`src/rtl/aclk_pkg.sv`:
```
package aclk_pkg;

  localparam int unsigned RATE_W      = 3;
  localparam int unsigned SRC_W       = 2;
  localparam int unsigned CFG_W       = RATE_W + SRC_W;
  localparam int unsigned MAX_FS_MULT = 1152;

  typedef enum logic [SRC_W-1:0] {
    SRC_MAIN  = 2'b00,
    SRC_PIN   = 2'b01,
    SRC_PLL_A = 2'b10,
    SRC_PLL_B = 2'b11
  } mclk_src_e;

  typedef struct packed {
    logic [SRC_W-1:0]  src;
    logic [RATE_W-1:0] rate;
  } rate_cfg_t;

  localparam rate_cfg_t RATE_CFG_RST = '{src: SRC_MAIN, rate: 3'b010};

  // master-clock periods per frame for a rate code
  function automatic int unsigned fs_mult(input logic [RATE_W-1:0] code);
    case (code)
      3'd0:    return 128;
      3'd1:    return 192;
      3'd3:    return 384;
      3'd4:    return 512;
      3'd5:    return 768;
      3'd6:    return 1152;
      default: return 256;
    endcase
  endfunction

endpackage

```
`src/rtl/aclk_cfg_reg.sv`:
```
module aclk_cfg_reg
  import aclk_pkg::*;
(
  input  logic             clk,
  input  logic             rst,
  input  logic             wr_en,
  input  logic             wr_addr,
  input  logic [CFG_W-1:0] wr_data,
  input  logic             frame_wrap,
  output logic             master,
  output rate_cfg_t        active
);

  localparam logic RATE_ADDR = 1'b0;
  localparam logic MODE_ADDR = 1'b1;

  rate_cfg_t pend_q, act_q;
  logic      master_q;

  always_ff @(posedge clk) begin
    if (rst) begin
      pend_q   <= RATE_CFG_RST;
      act_q    <= RATE_CFG_RST;
      master_q <= 1'b0;
    end else begin
      if (wr_en && wr_addr == RATE_ADDR) pend_q <= rate_cfg_t'(wr_data);
      if (wr_en && wr_addr == MODE_ADDR) master_q <= wr_data[0];
      if (!master_q || frame_wrap) act_q <= pend_q;
    end
  end

  assign master = master_q;
  assign active = act_q;


  act_at_boundary_chk: assert property (@(posedge clk) disable iff (rst)
    !$stable(act_q) |-> (!$past(master_q) || $past(frame_wrap)));

endmodule

```
`src/rtl/aclk_src_sel.sv`:
```
module aclk_src_sel
  import aclk_pkg::*;
(
  input  logic             clk,
  input  logic             rst,
  input  logic [SRC_W-1:0] src,
  input  logic             pin_src_en,
  input  logic             tick_main,
  input  logic             tick_pin,
  input  logic             tick_pll,
  output logic             tick
);

  logic tick_d, tick_q;

  always_comb begin
    case (mclk_src_e'(src))
      SRC_PIN:   tick_d = pin_src_en ? tick_pin : tick_main;
      SRC_PLL_A,
      SRC_PLL_B: tick_d = tick_pll;
      default:   tick_d = tick_main;
    endcase
  end

  always_ff @(posedge clk) begin
    if (rst) tick_q <= 1'b0;
    else     tick_q <= tick_d;
  end

  assign tick = tick_q;


  tick_origin_chk: assert property (@(posedge clk) disable iff (rst)
    tick_q |-> $past(tick_main || tick_pin || tick_pll));

endmodule

```
`src/rtl/aclk_frame_div.sv`:
```
module aclk_frame_div
  import aclk_pkg::*;
#(
  parameter int unsigned BCLK_PER_FRAME = 64,
  parameter int unsigned DIV_W          = 5
) (
  input  logic              clk,
  input  logic              rst,
  input  logic              run,
  input  logic              tick,
  input  logic [RATE_W-1:0] rate,
  output logic              frame_wrap,
  output logic              bclk,
  output logic              lrclk
);

  localparam int unsigned BIT_W = $clog2(BCLK_PER_FRAME);

  logic [DIV_W-1:0] per, lo_len, div_q, div_nx;
  logic [BIT_W-1:0] bit_q, bit_nx;
  logic             bclk_q, lrclk_q, div_last;

  assign per      = DIV_W'(fs_mult(rate) / BCLK_PER_FRAME);
  assign lo_len   = per - (per >> 1);
  assign div_last = (div_q == per - 1'b1);

  always_comb begin
    div_nx = div_q;
    bit_nx = bit_q;
    if (tick) begin
      if (div_last) begin
        div_nx = '0;
        bit_nx = bit_q + 1'b1;
      end else begin
        div_nx = div_q + 1'b1;
      end
    end
  end

  assign frame_wrap = run && tick && div_last && (bit_q == {BIT_W{1'b1}});

  always_ff @(posedge clk) begin
    if (rst || !run) begin
      div_q   <= '0;
      bit_q   <= '0;
      bclk_q  <= 1'b0;
      lrclk_q <= 1'b0;
    end else begin
      div_q   <= div_nx;
      bit_q   <= bit_nx;
      bclk_q  <= (div_nx >= lo_len);
      lrclk_q <= bit_nx[BIT_W-1];
    end
  end

  assign bclk  = bclk_q;
  assign lrclk = lrclk_q;


  div_range_chk: assert property (@(posedge clk) disable iff (rst)
    div_q < per);


  lr_edge_chk: assert property (@(posedge clk) disable iff (rst || !run)
    !$stable(lrclk_q) |-> $fell(bclk_q));


  bit_adv_chk: assert property (@(posedge clk) disable iff (rst)
    !$stable(bit_q) |-> ($past(tick) || !$past(run)));

endmodule

```
`src/rtl/aclk_master_gen.sv`:
```
module aclk_master_gen
  import aclk_pkg::*;
#(
  parameter int unsigned BCLK_PER_FRAME = 64
) (
  input  logic             clk,
  input  logic             rst,
  input  logic             cfg_we,
  input  logic             cfg_addr,
  input  logic [CFG_W-1:0] cfg_wdata,
  input  logic             adc_src_en,
  input  logic             mclk_main_tick,
  input  logic             mclk_gpio_tick,
  input  logic             mclk_pll_tick,
  input  logic             lrclk_i,
  input  logic             bclk_i,
  output logic             lrclk_o,
  output logic             lrclk_oe,
  output logic             bclk_o,
  output logic             bclk_oe,
  output logic             port_lrclk,
  output logic             port_bclk
);

  localparam int unsigned DIV_W = $clog2(MAX_FS_MULT / BCLK_PER_FRAME + 1);

  logic      master_q, frame_wrap, sel_tick, gen_bclk, gen_lrclk;
  rate_cfg_t act_cfg;

  aclk_cfg_reg u_cfg (
    .clk       (clk),
    .rst       (rst),
    .wr_en     (cfg_we),
    .wr_addr   (cfg_addr),
    .wr_data   (cfg_wdata),
    .frame_wrap(frame_wrap),
    .master    (master_q),
    .active    (act_cfg)
  );

  aclk_src_sel u_src (
    .clk       (clk),
    .rst       (rst),
    .src       (act_cfg.src),
    .pin_src_en(adc_src_en),
    .tick_main (mclk_main_tick),
    .tick_pin  (mclk_gpio_tick),
    .tick_pll  (mclk_pll_tick),
    .tick      (sel_tick)
  );

  aclk_frame_div #(
    .BCLK_PER_FRAME(BCLK_PER_FRAME),
    .DIV_W         (DIV_W)
  ) u_div (
    .clk       (clk),
    .rst       (rst),
    .run       (master_q),
    .tick      (sel_tick),
    .rate      (act_cfg.rate),
    .frame_wrap(frame_wrap),
    .bclk      (gen_bclk),
    .lrclk     (gen_lrclk)
  );

  // pin stage: every output leaves a flop
  always_ff @(posedge clk) begin
    if (rst) begin
      lrclk_o    <= 1'b0;
      bclk_o     <= 1'b0;
      lrclk_oe   <= 1'b0;
      bclk_oe    <= 1'b0;
      port_lrclk <= 1'b0;
      port_bclk  <= 1'b0;
    end else begin
      lrclk_oe   <= master_q;
      bclk_oe    <= master_q;
      lrclk_o    <= master_q && gen_lrclk;
      bclk_o     <= master_q && gen_bclk;
      port_lrclk <= master_q ? gen_lrclk : lrclk_i;
      port_bclk  <= master_q ? gen_bclk  : bclk_i;
    end
  end


  released_chk: assert property (@(posedge clk) disable iff (rst)
    !lrclk_oe |-> (!lrclk_o && !bclk_o && !bclk_oe));


  slave_follow_chk: assert property (@(posedge clk) disable iff (rst)
    (!$past(rst) && !$past(master_q)) |->
      (port_lrclk == $past(lrclk_i) && port_bclk == $past(bclk_i)));


  master_loop_chk: assert property (@(posedge clk) disable iff (rst)
    lrclk_oe |-> (port_lrclk == lrclk_o && port_bclk == bclk_o));

endmodule

```
`config.mk`:
```
export PLATFORM = sky130hd
export DESIGN_NAME = aclk_master_gen
export DESIGN_NICKNAME = d
export VERILOG_FILES = /design/src/rtl/aclk_pkg.sv /design/src/rtl/aclk_cfg_reg.sv /design/src/rtl/aclk_src_sel.sv /design/src/rtl/aclk_frame_div.sv /design/src/rtl/aclk_master_gen.sv
export SDC_FILE = /design/constraint.sdc
export NUM_CORES = 1
export LEC_CHECK = 0
export ABC_AREA = 1
export ABC_CLOCK_PERIOD_IN_PS = 4000
export BUFFER_PORTS_ARGS = -buffer_cell sky130_fd_sc_hd__buf_2
export CAP_MARGIN = 20
export CORE_MARGIN = 1
export CORE_UTILIZATION = 60
export DETAILED_ROUTE_END_ITERATION = 10
export GPL_ROUTABILITY_DRIVEN = 1
export HOLD_SLACK_MARGIN = 0.12
export MAX_ROUTING_LAYER = met4
export PLACE_DENSITY = 0.82
export SLEW_MARGIN = 20
export SYNTH_ARGS = -nofsm -noshare
export SYNTH_HDL_FRONTEND = slang
export SYNTH_SLANG_ARGS = --single-unit
```
`constraint.sdc`:
```
create_clock -name clk -period 4 [get_ports clk]
set_input_delay 0.2 -clock clk [delete_from_list [all_inputs] [get_ports clk]]
set_output_delay 0.2 -clock clk [all_outputs]
set_load 0.01 [all_outputs]
```
==> After elaboration in Yosys (flattened, before gate mapping) <==
Cells that the tools add are included.
{ "word_totals": {"reg_bits": 29, "latch_bits": 0, "ramBits": 0, "romBits": 0, "inputBits": 15, "output_inout_bits": 6, "word_cells": 53, "memories": 0} }
{ "op_classes": {"addsub": 4, "multipliers": 0, "div_mod_pow": 0, "magnitude_cmp": 1, "eq_ne": 10, "shifts": 0, "muxes": 9, "n_bitwise": 1, "n_reduce_logical": 13} }
{ "ops": {"columns": ["cell", "count"], "rows": [
  ["case mux 11 bit (6 select lines)", 1],
  ["2-to-1 mux 6 bit", 2],
  ["2-to-1 mux 5 bit", 2],
  ["equality test 3 bit (second input constant)", 3],
  ["logical AND 1 bit", 7],
  ["adder 6 x 1 -> 6 bit (second input constant)", 1],
  ["equality test 6 bit (second input constant)", 1],
  ["adder 5 x 1 -> 5 bit (second input constant)", 1],
  ["equality test 5 bit", 1],
  [">= comparator 5 bit", 1],
  ["subtractor 5 x 1 -> 5 bit (second input constant)", 1],
  ["subtractor 5 x 4 -> 5 bit", 1],
  ["equality test 2 bit (second input constant)", 2],
  ["equality test 3 x 1 -> 1 bit (second input constant)", 1],
  ["equality test 3 x 2 -> 1 bit (second input constant)", 1],
  ["zero test 3 bit", 1],
  ["2-to-1 mux 1 bit", 3],
  ["equality test 2 x 1 -> 1 bit (second input constant)", 1],
  ["logical OR 1 bit", 2],
  ["case mux 1 bit (2 select lines)", 1],
  ["AND reduction 2 bit", 1],
  ["OR reduction 2 bit", 1],
  ["zero test 1 bit", 1],
  ["inverter 1 bit", 1]
]} }

==> Depth between registers and ports, before layout <==
{ "depth": {"ltp_word": 7, "depth_mapped": 22, "ltp_nobuf": 22} }

==> Modules after synthesis <==
A second synthesis with hierarchy kept.
{ "unflattened": {"hier_cells": 254, "hier_area_um2": 1727.9} }
{ "by_module_without_submodules": {"columns": ["mod", "instances", "cells_each", "area_each_um2", "seq_area_each_um2"], "rows": [
  ["aclk_frame_div", 1, 157, 1037.2, 240.2],
  ["aclk_cfg_reg", 1, 69, 476.7, 220.2],
  ["aclk_master_gen", 1, 18, 157.7, 100.1],
  ["aclk_src_sel", 1, 10, 56.3, 20.0]
]} }

==> Worst setup path before layout <==
OpenSTA, ideal clock, no wires.
{ "synth_path": {"kind": "register -> register", "from": "register u_cfg.act_q, in the netlist u_cfg.active[2]", "to": "register u_div.bclk_q (netlist: u_div.bclk)", "setup_time_ns": 0.130, "arrival_time_ns": 2.627, "t_required_ns": 3.870, "slack_ns": 1.243, "path_stages_with_launch": 18, "n_path_buf": 1, "period_less_slack_ns": 2.757, "path_cell_list": "dfxtp_1 nand3_2 nand3_1 inv_1 ha_1 xor2_1 nand4_1 nor2_4 nand2_2 nor2_4 buf_6 nor3_1 ha_1 a21oi_1 o21bai_1 a21o_1 a21oi_1 nor2_1"} }
{ "synth_between": {"elab_chain_cells": 7, "elab_cells_between_ends": 13, "cone_classes": "add/sub: 2; order compare: 1; eq/ne: 6; mux: 3; reduce/logical: 1"} }
{ "synth_lines": {"columns": ["element", "line_no", "source"], "rows": [
  ["from (decl)", "aclk_cfg_reg.sv:17", "rate_cfg_t pend_q, act_q;"],
  ["from (signal assigned)", "aclk_cfg_reg.sv:28", "if (!master_q || frame_wrap) act_q <= pend_q;"],
  ["equality test 3 bit, or another cell as far along", "aclk_pkg.sv:24", "case (code)"],
  ["case mux 11 bit (6 select lines) (*)", "aclk_pkg.sv:24", null],
  ["subtractor 5 x 1 -> 5 bit (*)", "aclk_frame_div.sv:25", "assign div_last = (div_q == per - 1'b1);"],
  ["equality test 5 bit (*)", "aclk_frame_div.sv:25", null],
  ["2-to-1 mux 5 bit (*)", "aclk_frame_div.sv:31", "if (div_last) begin"],
  ["2-to-1 mux 5 bit (*)", "aclk_frame_div.sv:30", "if (tick) begin"],
  ["named net u_div.div_nx[1]", "aclk_frame_div.sv:19", "logic [DIV_W-1:0] per, lo_len, div_q, div_nx;"],
  [">= comparator 5 bit (*)", "aclk_frame_div.sv:51", "bclk_q <= (div_nx >= lo_len);"],
  ["to (signal assigned)", "aclk_frame_div.sv:51", null],
  ["to (decl)", "aclk_frame_div.sv:21", "logic bclk_q, lrclk_q, div_last;"]
]} }
Mark *: on every way through the listed nets, which the timed path passes. The rest lies on a longest branch.
A chain may end at the register's enable or synchronous reset.

==> Final worst setup path <==
Ends and elaborated chain as after synthesis.

==> metrics.md <==
| Metric | Value |
|---|---|
| Starting Density | 0.631 |
| Total gr overflow | 0 |
| Fill cell count | 215 |
| Post-synth EDFFs | 0 |
| Final period utilization | 0.753 |
| Via count | 1,534 |
| Pin count of the biggest net entering global routing | 15 |
| Async S/R FF share, synth | 0 |
| CP Max Fanout | 14 |
| Die width | 55.6 um |
| Top cells by area, synth | dfxtp_1, ha_1, nand2_1 |
| Yosys warnings | 0 |
| Worst hold slack | 163 ps |
| Final Hold Vio Count | 0 |
| Post-CTS sizing | 0 |
| HPWL after DPL | 2.43 mm |
| Register area | 581 um^2 |
| Root Driver | clkbuf_4 |
| Tmin final | 3010 ps |
| Routed wire length | 3.41 mm |
| H-Tree Depth | 2 |
| Vias in the first global route | 1,411 |
| DR DRC count | 0 |
| Reg2reg path depth | 19 |
| # diodes | 0 |
| Post-synthesis sequential area ratio | 0.336 |
| Port Buffer Count | 20 |
| Layout cells sized above 1 | 0.150 |
| Total track usage | 0.256 |
| Vias per std cell | 5.15 |
| Clock sink count | 29 |
| Syn nets | 268 |
| Initial antenna violation count | 0 |
| Final setup viols | 0 |
| CTS Buffer Depth | 2 |
| Clock Latency Late Sink | 330 ps |
| Global placement routability congestion | 0.866 |
| Pwr Density | 320 mW/mm^2 |
| Die height | 55.6 um |
| Area occupied by multi-input gates | 995 um^2 |
| Final Power | 632 uW |
| First-pass GRT wire length | 5.98 mm |
| Worst hold path class | in -> reg |
| Yosys top cell by area | dfxtp_1 |
| # rows | 19 |
| DRT antenna net count | 0 |
| DRT iter0 DRCs | 77 |
| Reg clk slew, reported paths | 90 ps |
| Worst setup EP type | flop |
| Worst-margin pin slew | 410 ps |
| Critical path class | reg -> reg |
| Max cap viols | 0 |
| Drt wl/cell | 11.4 um |
| Die area | 0.00309 mm^2 |
| DRT Pass-1 Iters | 4 |
| Status | finished clean |
| Critical Path AT | 3230 ps |
| CP required | 4210 ps |
| Num CTS Buffers | 5 |
| Synth-to-Final Area Change | 14.5% |
| Mapped cell area | 0.00173 mm^2 |
| CTS tree | yes |
| Most common cell in the synthesized netlist | nand2_1 |
| Slew Limit Fails | 0 |
| Cells after Synth | 237 |
| RSZ-0062 raised after global routing | false |
| I/O pin cnt | 21 |
| Clock Skews | 4.82 ps |
| Ys flop type | dfxtp_1 |
| Top cell type's share of synthesized area | 0.336 |
| Min-Delay Path Depth | 3 |
| Layout Nets | 298 |
| Startpoint Class | flop |
| Worst VDD drop | 377 uV |
| Fin Setup TNS | 0 ps |
| Core area | 0.00273 mm^2 |
| Fmax | 332 MHz |
| Normalized max-slew margin | 0.726 |
| Syn avg cell area | 7.28 um^2 |
| Leakage power | 0.000954 uW |
| Most frequent cells after synthesis | nand2_1, inv_1, dfxtp_1, nor2_1, ha_1 |
| Netlist cell types | 31 |
| #FFs+latches synth | 29 |
critical path, cell delays in order (launching register included):
cell and delay, ps:
dfxtp_1 460, nand3_2 170, nand3_1 150, inv_1 100
ha_1 210, inv_1 80, nand2_1 50, nand2_1 70
nand3b_1 110, nand2_1 100, nor2_4 140, nand2_2 90
nor2_4 270, nor3_1 80, ha_1 290, a21oi_1 150
o21bai_1 70, a21o_1 150, a21oi_1 110, nor2_1 40
metal layers:
layer,track usage,vias to the layer above,part of all wire
met3,0.0860,12,0.060
met4,0.132,0,0.028
met2,0.380,42,0.43
met5,-,-,0
met1,0.308,660,0.48
li1,-,820,-
registers in the layout (all words and copies together) (netlist names):
signal / count
lrclk_o: 1
port_lrclk: 1
u_cfg.master: 1
u_div.div_q: 5
u_div.lrclk: 1
bclk_o: 1
u_div.bit_q: 5
port_bclk: 1
u_src.tick: 1
bclk_oe: 1
u_cfg.active: 5
u_cfg.pend_q: 5
u_div.bclk: 1
final cells by class:
type,instances,area share
Tap cell,31,0.0196
Inverter,31,0.0589
Multi-Input combinational cell,171,0.503
Timing Repair Buffer,29,0.0963
Clock buffer,7,0.0279
Sequential cell,29,0.294
logic make-up after synthesis:
kind of cell	after synthesis	share of synthesized area
and+or+nand+nor	113	0.297
buffers and inverters	37	0.0870
AOI/OAI and AO/OA	30	0.102
DFF	29	0.336
adders and majority gates	16	0.116
xor gates and xnor gates	12	0.0609
repair_timing:
item,CTS,global route
buffers inserted,0,0
hold buffers,9,0
hold endpoints to repair,10,0
metrics by stage:
step | utilization | cell area (um^2) | instances | setup WS (ps)
after floorplan | - | 1730 | 237 | 1240
after global placement | 0.670 | 1830 | 282 | 1100
after detailed placement | 0.670 | 1830 | 282 | 992
after CTS | 0.723 | 1980 | 298 | 986
after global routing | 0.723 | 1980 | 298 | 647
final | 0.723 | 1980 | 298 | 987
layout by cell type (no fill, tap or decap), types with 5 or more instances in the layout:
| cell | Yosys | routed |
|---|---|---|
| xor2_1 | 10 | 10 |
| clkbuf_4 | 0 | 5 |
| nand2_1 | 47 | 47 |
| nand3_1 | 14 | 14 |
| buf_2 | 0 | 20 |
| dlygate4sd3_1 | 0 | 9 |
| inv_1 | 30 | 30 |
| nor3_1 | 6 | 6 |
| nand2_2 | 6 | 6 |
| a21oi_1 | 14 | 14 |
| dfxtp_1 | 29 | 29 |
| ha_1 | 16 | 16 |
| nor2_1 | 29 | 29 |
| o21ai_0 | 6 | 6 |
path summary, 6_finish.rpt:
| path | slack, ps | to | start |
|---|---|---|---|
| worst max register to register | 990 | u_div.bclk$_SDFF_PP0_ | u_cfg.active[2]$_SDFFE_PP0P_ |
| worst max-delay path | 990 | u_div.bclk$_SDFF_PP0_ | u_cfg.active[2]$_SDFFE_PP0P_ |
| worst min register to register | 470 | u_div.lrclk$_SDFFE_PP0P_ | u_div.lrclk$_SDFFE_PP0P_ |
| worst min-delay path | 160 | u_cfg.master$_SDFFE_PP0P_ | cfg_we |
report_power, final:
part | internal, uW | switching (uW)
combinational | 63.1 | 79.8
sequential | 300 | 11.5
clock | 82.8 | 95.7
total | 445 | 187
Power figures use the tool's default switching activity.
